**src/rtl/urx_pkg.sv**
```systemverilog
package urx_pkg;
  localparam int DATA_W = 9;

  typedef struct packed {
    logic [DATA_W-1:0] data;
    logic              fe;
    logic              ovr;
    logic              pe;
  } rx_entry_t;

  typedef enum logic [2:0] {
    S_IDLE,
    S_START,
    S_DATA,
    S_PAR,
    S_STOP
  } rx_state_e;
endpackage

```
**src/rtl/urx_sampler.sv**
```systemverilog
module urx_sampler
  import urx_pkg::*;
#(
  parameter int OS_NORMAL = 16,
  parameter int OS_FAST   = 8
) (
  input  logic              clk,
  input  logic              rst_n,
  input  logic              tick_i,
  input  logic              rxd_i,
  input  logic              fast_i,
  input  logic              nine_i,
  input  logic              par_en_i,
  input  logic              par_odd_i,
  output logic              start_ok_o,
  output logic              done_o,
  output logic [DATA_W-1:0] data_o,
  output logic              fe_o,
  output logic              pe_o
);
  localparam int CNT_W = $clog2(OS_NORMAL);
  localparam logic [CNT_W-1:0] LAST_N = CNT_W'(OS_NORMAL - 1);
  localparam logic [CNT_W-1:0] LAST_F = CNT_W'(OS_FAST - 1);
  localparam logic [CNT_W-1:0] MID_N  = CNT_W'(OS_NORMAL / 2);
  localparam logic [CNT_W-1:0] MID_F  = CNT_W'(OS_FAST / 2);

  logic              sync1_q, sync2_q;
  rx_state_e         state_q, state_n;
  logic [CNT_W-1:0]  cnt_q, cnt_n;
  logic [3:0]        bit_q, bit_n;
  logic [DATA_W-1:0] shift_q, shift_n;
  logic [1:0]        smp_q, smp_n;
  logic              par_q, par_n;
  logic              pe_q, pe_n;
  logic              maj;
  logic [CNT_W-1:0]  last_c, mid_c;
  logic [3:0]        last_bit;

  // Two-flop synchronizer on the serial line
  always_ff @(posedge clk or negedge rst_n) begin
    if (!rst_n) begin
      sync1_q <= 1'b1;
      sync2_q <= 1'b1;
    end else begin
      sync1_q <= rxd_i;
      sync2_q <= sync1_q;
    end
  end

  assign last_c   = fast_i ? LAST_F : LAST_N;
  assign mid_c    = fast_i ? MID_F : MID_N;
  assign last_bit = nine_i ? 4'd8 : 4'd7;
  assign maj      = (smp_q[0] & smp_q[1]) | (smp_q[0] & sync2_q) | (smp_q[1] & sync2_q);

  always_comb begin
    state_n    = state_q;
    cnt_n      = cnt_q;
    bit_n      = bit_q;
    shift_n    = shift_q;
    smp_n      = smp_q;
    par_n      = par_q;
    pe_n       = pe_q;
    start_ok_o = 1'b0;
    done_o     = 1'b0;
    fe_o       = 1'b0;
    if (tick_i) begin
      if (state_q == S_IDLE) begin
        if (!sync2_q) begin
          state_n = S_START;
          cnt_n   = '0;
        end
      end else begin
        cnt_n = (cnt_q == last_c) ? '0 : cnt_q + 1'b1;
        if (cnt_q == mid_c - 1'b1) smp_n[0] = sync2_q;
        if (cnt_q == mid_c)        smp_n[1] = sync2_q;
        if (cnt_q == mid_c + 1'b1) begin
          unique case (state_q)
            S_START: begin
              if (maj) begin
                state_n = S_IDLE;
              end else begin
                start_ok_o = 1'b1;
                par_n      = par_odd_i;
                pe_n       = 1'b0;
                bit_n      = '0;
                shift_n    = '0;
              end
            end
            S_DATA: begin
              shift_n = {maj, shift_q[DATA_W-1:1]};
              par_n   = par_q ^ maj;
            end
            S_PAR:  pe_n = par_en_i & (par_q ^ maj);
            S_STOP: begin
              done_o  = 1'b1;
              fe_o    = ~maj;
              state_n = S_IDLE;
            end
            default: ;
          endcase
        end
        if (cnt_q == last_c) begin
          unique case (state_q)
            S_START: state_n = S_DATA;
            S_DATA: begin
              if (bit_q == last_bit) state_n = par_en_i ? S_PAR : S_STOP;
              else                   bit_n   = bit_q + 1'b1;
            end
            S_PAR:   state_n = S_STOP;
            default: ;
          endcase
        end
      end
    end
  end

  assign data_o = nine_i ? shift_q : {1'b0, shift_q[DATA_W-1:1]};
  assign pe_o   = pe_q;

  always_ff @(posedge clk or negedge rst_n) begin
    if (!rst_n) begin
      state_q <= S_IDLE;
      cnt_q   <= '0;
      bit_q   <= '0;
      shift_q <= '0;
      smp_q   <= '1;
      par_q   <= 1'b0;
      pe_q    <= 1'b0;
    end else if (tick_i) begin
      state_q <= state_n;
      cnt_q   <= cnt_n;
      bit_q   <= bit_n;
      shift_q <= shift_n;
      smp_q   <= smp_n;
      par_q   <= par_n;
      pe_q    <= pe_n;
    end
  end
endmodule

```
**src/rtl/urx_buffer.sv**
```systemverilog
module urx_buffer
  import urx_pkg::*;
#(
  parameter int DEPTH = 2,
  localparam int CW = $clog2(DEPTH + 1)
) (
  input  logic              clk,
  input  logic              rst_n,
  input  logic              start_ok_i,
  input  logic              done_i,
  input  logic [DATA_W-1:0] data_i,
  input  logic              fe_i,
  input  logic              pe_i,
  input  logic              filt_i,
  input  logic              nine_i,
  input  logic              pop_i,
  output rx_entry_t         head_o,
  output logic [CW-1:0]     cnt_o,
  output logic              hold_v_o,
  output logic              ovr_pend_o
);
  rx_entry_t        hold_q, hold_n;
  logic             hold_v_q, hold_v_n;
  logic             pend_q, pend_n;
  logic [CW-1:0]    cnt_q, cnt_n, widx;
  logic             accept, pop, room, move, drop;
  rx_entry_t        slot_q [DEPTH];

  assign accept = done_i & ~(filt_i & ~(nine_i & data_i[DATA_W-1]));
  assign pop    = pop_i & (cnt_q != '0);
  assign room   = (cnt_q < CW'(DEPTH)) | pop;
  assign move   = hold_v_q & room;
  assign drop   = start_ok_i & hold_v_q & ~room;
  assign widx   = cnt_q - CW'(pop);

  always_comb begin
    hold_n   = hold_q;
    hold_v_n = hold_v_q;
    pend_n   = pend_q;
    if (accept) begin
      hold_n   = '{data: data_i, fe: fe_i, ovr: pend_q, pe: pe_i};
      hold_v_n = 1'b1;
      pend_n   = 1'b0;
    end else if (move || drop) begin
      hold_v_n = 1'b0;
    end
    if (drop) pend_n = 1'b1;
    cnt_n = cnt_q + CW'(move) - CW'(pop);
  end

  always_ff @(posedge clk or negedge rst_n) begin
    if (!rst_n) begin
      hold_q   <= '0;
      hold_v_q <= 1'b0;
      pend_q   <= 1'b0;
      cnt_q    <= '0;
    end else begin
      hold_q   <= hold_n;
      hold_v_q <= hold_v_n;
      pend_q   <= pend_n;
      cnt_q    <= cnt_n;
    end
  end

  for (genvar i = 0; i < DEPTH; i++) begin : g_slot
    rx_entry_t nxt;
    logic      en;
    logic      wr_here;
    assign wr_here = move && (widx == CW'(i));
    assign en      = pop | wr_here;
    if (i + 1 < DEPTH) begin : g_mid
      assign nxt = wr_here ? hold_q : slot_q[i+1];
    end else begin : g_top
      assign nxt = wr_here ? hold_q : '0;
    end
    always_ff @(posedge clk or negedge rst_n) begin
      if (!rst_n)  slot_q[i] <= '0;
      else if (en) slot_q[i] <= nxt;
    end
  end

  assign head_o     = slot_q[0];
  assign cnt_o      = cnt_q;
  assign hold_v_o   = hold_v_q;
  assign ovr_pend_o = pend_q;
endmodule

```
**src/rtl/urx_csr.sv**
```systemverilog
module urx_csr (
  input  logic       clk,
  input  logic       rst_n,
  input  logic       wr_i,
  input  logic [7:0] wdata_i,
  input  logic       tx_done_i,
  input  logic       tx_empty_i,
  input  logic       nonempty_i,
  input  logic       fe_i,
  input  logic       ovr_i,
  input  logic       pe_i,
  output logic [7:0] status_o,
  output logic       fast_o,
  output logic       filt_o
);
  logic txc_q, txc_n;
  logic txe_q;
  logic fast_q, fast_n;
  logic filt_q, filt_n;

  always_comb begin
    txc_n  = txc_q;
    fast_n = fast_q;
    filt_n = filt_q;
    if (wr_i) begin
      if (wdata_i[6]) txc_n = 1'b0;
      fast_n = wdata_i[1];
      filt_n = wdata_i[0];
    end
    if (tx_done_i) txc_n = 1'b1;
  end

  always_ff @(posedge clk or negedge rst_n) begin
    if (!rst_n) begin
      txc_q  <= 1'b0;
      txe_q  <= 1'b1;
      fast_q <= 1'b0;
      filt_q <= 1'b0;
    end else begin
      txc_q  <= txc_n;
      txe_q  <= tx_empty_i;
      fast_q <= fast_n;
      filt_q <= filt_n;
    end
  end

  assign status_o = {nonempty_i, txc_q, txe_q, nonempty_i & fe_i,
                     nonempty_i & ovr_i, nonempty_i & pe_i, fast_q, filt_q};
  assign fast_o   = fast_q;
  assign filt_o   = filt_q;
endmodule

```
**src/rtl/serial_rx_core.sv**
```systemverilog
module serial_rx_core
  import urx_pkg::*;
#(
  parameter int DEPTH     = 2,
  parameter int OS_NORMAL = 16,
  parameter int OS_FAST   = 8,
  localparam int CW = $clog2(DEPTH + 1)
) (
  input  logic              clk,
  input  logic              rst_n,
  input  logic              os_tick_i,
  input  logic              rxd_i,
  input  logic              nine_bit_i,
  input  logic              par_en_i,
  input  logic              par_odd_i,
  input  logic              csr_wr_i,
  input  logic [7:0]        csr_wdata_i,
  output logic [7:0]        csr_status_o,
  input  logic              rx_pop_i,
  output logic [DATA_W-1:0] rx_data_o,
  input  logic              tx_done_i,
  input  logic              tx_empty_i
);
  logic              start_ok, frame_done, fe_s, pe_s;
  logic [DATA_W-1:0] data_s;
  logic              fast, filt, hold_v, ovr_pend;
  logic [CW-1:0]     fifo_cnt;
  rx_entry_t         head;

  urx_sampler #(.OS_NORMAL(OS_NORMAL), .OS_FAST(OS_FAST)) u_smp (
    .clk, .rst_n,
    .tick_i(os_tick_i), .rxd_i, .fast_i(fast), .nine_i(nine_bit_i),
    .par_en_i, .par_odd_i,
    .start_ok_o(start_ok), .done_o(frame_done), .data_o(data_s),
    .fe_o(fe_s), .pe_o(pe_s)
  );

  urx_buffer #(.DEPTH(DEPTH)) u_buf (
    .clk, .rst_n,
    .start_ok_i(start_ok), .done_i(frame_done), .data_i(data_s),
    .fe_i(fe_s), .pe_i(pe_s), .filt_i(filt), .nine_i(nine_bit_i),
    .pop_i(rx_pop_i), .head_o(head), .cnt_o(fifo_cnt),
    .hold_v_o(hold_v), .ovr_pend_o(ovr_pend)
  );

  urx_csr u_csr (
    .clk, .rst_n,
    .wr_i(csr_wr_i), .wdata_i(csr_wdata_i), .tx_done_i, .tx_empty_i,
    .nonempty_i(fifo_cnt != '0), .fe_i(head.fe), .ovr_i(head.ovr),
    .pe_i(head.pe), .status_o(csr_status_o), .fast_o(fast), .filt_o(filt)
  );

  assign rx_data_o = head.data;
endmodule

```
**config.mk**
```make
export PLATFORM = sky130hd
export DESIGN_NAME = serial_rx_core
export DESIGN_NICKNAME = d
export VERILOG_FILES = /design/src/rtl/urx_pkg.sv /design/src/rtl/urx_sampler.sv /design/src/rtl/urx_buffer.sv /design/src/rtl/urx_csr.sv /design/src/rtl/serial_rx_core.sv
export SDC_FILE = /design/constraint.sdc
export NUM_CORES = 1
export LEC_CHECK = 0
export ABC_AREA = 1
export BUFFER_PORTS_ARGS = -buffer_cell sky130_fd_sc_hd__buf_4
export CAP_MARGIN = 10
export CORE_ASPECT_RATIO = 0.7
export CORE_MARGIN = 3
export CORE_UTILIZATION = 35
export CTS_CLUSTER_DIAMETER = 40
export DETAILED_ROUTE_END_ITERATION = 6
export PLACE_DENSITY = 0.51
export SLEW_MARGIN = 10
export SYNTH_ARGS = -nofsm -noshare
export SYNTH_HDL_FRONTEND = slang
export SYNTH_HIERARCHICAL = 1
export SYNTH_SLANG_ARGS = --single-unit
```
**constraint.sdc**
```tcl
create_clock -name clk -period 3.8 [get_ports clk]
set_clock_uncertainty 0.2 [all_clocks]
set_input_delay 0.19 -clock clk [delete_from_list [all_inputs] [get_ports clk]]
set_output_delay 0.19 -clock clk [all_outputs]
set_load 0.01 [all_outputs]
```
==> impl_metrics.env <==
export IMPL_grt_busiest_layer="met2"
export IMPL_clk_latency_ns=0.34
export IMPL_yosysSeqAreaShare_pct=45.60
export IMPL_clk_path_buf_depth=2
export IMPL_power_density_nw_per_um2=563.9
export IMPL_post_cts_resized=0
export IMPL_grt_pass1_wl_um=14820
export IMPL_drc=0
export IMPL_antenna_cells=0
export IMPL_grt_max_degree=71
export IMPL_hold_path_class="in2reg"
export IMPL_place_congestion=0.8368
export IMPL_die_area_um2=12330
export IMPL_pin_count=36
export IMPL_avgSynthCellArea_um2=7.883
export IMPL_fin_util_pct=42.45
export IMPL_worstPathRequired_ns=3.87
export IMPL_h_tree_depth=3
export IMPL_synthDistinctLibCells=37
export IMPL_initial_core_util_pct=36.54
export IMPL_drv_slew=0
export IMPL_ant_nets=0
export IMPL_r2r_cells=11
export IMPL_p_leak_nw=2.345
export IMPL_portBuffers=30
export IMPL_netlist_top_cells_area="dfrtp_1 42%, nand2_1 15%, inv_1 5.8%"
export IMPL_final_common_cell="nand2_1"
export IMPL_drive_gt1_share_pct=15.12
export IMPL_post_cts_buffers=0
export IMPL_vias=3152
export IMPL_critPathMaxFanout=24
export IMPL_grt_setup_unrepaired="false"
export IMPL_clk_pin_slew_ns=0.06
export IMPL_wirelength_um=8566
export IMPL_syn_inst=489
export IMPL_drt_iter0_drc=219
export IMPL_vias_per_cell=4.747
export IMPL_final_hold_viol_count=0
export IMPL_finalCritPeriodShare_pct=69.47
export IMPL_met1_usage_pct=21.04
export IMPL_holdPathStages=5
export IMPL_status="complete, no violations"
export IMPL_start_kind="flip-flop"
export IMPL_peakVddDrop_mv=0.2793
export IMPL_cap_viol_max_count=0
export IMPL_synth_nets=515
export IMPL_timing_rr_end="u_buf/head_o[3]$_DFFE_PN0P_"
export IMPL_min_to="u_buf/hold_q[11]$_DFFE_PN0P_"
export IMPL_die_w_um=131.4
export IMPL_root_buffer="clkbuf_16"
export IMPL_synth_warning_count=6
export IMPL_placementRows=31
export IMPL_max_freq_mhz=378.8
export IMPL_first_pass_iters=5
export IMPL_grt_pass1_vias=3054
export IMPL_cts_made_buffers=9
export IMPL_final_nets=537
export IMPL_layout_common_cells="149 x nand2_1, 65 x dfrtp_1, 60 x inv_1, 44 x nand3_1, 38 x o21ai_0"
export IMPL_yosysTopAreaCell="dfrtp_1"
export IMPL_period_minus_slack_ns=2.640
export IMPL_r2r_start="u_buf/cnt_o[1]$_DFF_PN0_"
export IMPL_wire_per_inst_um=12.90
export IMPL_min_from="nine_bit_i"
export IMPL_hpwl_um=5752
export IMPL_reg2reg_setup_slack_ns=1.16
export IMPL_crit_path_end_kind="flip-flop"
export IMPL_cts_hold_buf=13
export IMPL_relSlewSlack_pct=39.35
export IMPL_critPathKind="reg2reg"
export IMPL_antenna_found_initial=0
export IMPL_met3_usage_pct=4.390
export IMPL_ys_ff_latch=70
export IMPL_tritoncts="yes"
export IMPL_cts_sinks=70
export IMPL_worst_slew_pin_slew_ns=0.9097
export IMPL_setup_tns_ns=0
export IMPL_core_area_um2=10550
export IMPL_track_usage_pct=14.97
export IMPL_die_h_um=93.81
export IMPL_yosys_area_top_type_share_pct=42.19
export IMPL_area_growth_pct=16.16
export IMPL_dp_cells=635
export IMPL_synth_cell_area_um2=3855
export IMPL_setup_violations=0
export IMPL_final_cells=664
export IMPL_grt_use_met2_pct=22.13
export IMPL_grt_ovfl_total=0
export IMPL_cp_data_arrival_time_ns=2.71
==> registers in the layout, summed over array words and instances (netlist names), 3 cells and up <==
register / flops
u_smp/state_q: 3
u_buf/hold_q: 12
u_smp/bit_q: 4
u_buf/slot_q: 12
u_buf/head_o: 12
u_smp/cnt_q: 4
u_smp/shift_q: 9
==> where the power goes <==
part | total [mW] | leakage, nW | switching [mW] | internal [mW]
clock network | 0.803 | 0.142 | 0.311 | 0.493
logic | 0.740 | 1.36 | 0.493 | 0.247
registers | 0.982 | 0.847 | 0.116 | 0.867
total | 2.53 | 2.35 | 0.919 | 1.61
==> layout make-up <==
type | instances | area, µm²
Fill cell | 1103 | 6072
Sequential cell | 70 | 1758
Clock buffer | 13 | 270.3
Clock inverter | 3 | 17.52
Inverter | 66 | 250.2
Timing Repair Buffer | 47 | 385.4
Tap cell | 148 | 185.2
Multi-Input combinational cell | 317 | 1612
==> through the flow <==
step	setup slack, ns	hold WS [ns]	power (mW)	area, µm²
floorplan	1.607	-0.3056	1.526	3855
global placement	1.208	0.09785	1.708	4060
detailed placement	1.201	0.1042	1.724	4060
CTS	1.183	0.08513	2.558	4478
global route	0.9076	0.1169	2.695	4478
finish	1.160	0.1110	2.525	4478
==> worst max path at each step <==
stage                                        start                          end  depth (start not counted)
after floorplan           u_buf/cnt_o[1]$_DFF_PN0_  u_buf/head_o[0]$_DFFE_PN0P_                         10
after global placement    u_buf/cnt_o[1]$_DFF_PN0_  u_buf/head_o[3]$_DFFE_PN0P_                         11
after detailed placement  u_buf/cnt_o[1]$_DFF_PN0_  u_buf/slot_q[6]$_DFFE_PN0P_                         10
after CTS                 u_buf/cnt_o[1]$_DFF_PN0_  u_buf/head_o[3]$_DFFE_PN0P_                         11
after global routing      u_buf/cnt_o[1]$_DFF_PN0_  u_buf/slot_q[7]$_DFFE_PN0P_                         10
final                     u_buf/cnt_o[1]$_DFF_PN0_  u_buf/head_o[3]$_DFFE_PN0P_                         11
==> metal layers <==
| layer | share of wire (%) | vias up |
|---|---|---|
| met5 | 0 | - |
| met4 | 1.4 | 0 |
| met3 | 4.7 | 11 |
| met2 | 41 | 53 |
| met1 | 53 | 1488 |
| li1 | - | 1600 |
==> cells by family after synthesis <==
family / after synthesis / share of synthesized area [%]
flops: 70 / 45.60
buf+inv: 102 / 12.59
compound gates: 55 / 8.407
fa+ha+maj: 7 / 2.272
xor+xnor: 4 / 0.9090
simple gates: 251 / 30.22
==> synth_stat cells, drive strengths merged <==
cell,n
a21boi,1
nor2,19
or2,1
o22ai,3
inv,66
o32ai,1
nand2,153
ha,7
o21ai,43
nor3b,1
xnor2,1
nand4,27
nor3,3
o211ai,1
nor4,1
a21oi,6
clkbuf,7
dfrtp,65
nand3,46
xor2,3
buf,29
dfstp,5
==> worst max-delay path: stages (launching register included) <==
cell and delay [ns]:
dfrtp_1 0.50, o21ai_4 0.09, inv_1 0.40, ha_1 0.26, inv_1 0.04, nand2_1 0.05, nand2_1 0.11, nor2_4 0.11
nand3_2 0.42, nand2_1 0.18, nand2_1 0.13, nand2_1 0.08
Note: power is estimated with default switching activity, not from simulation.
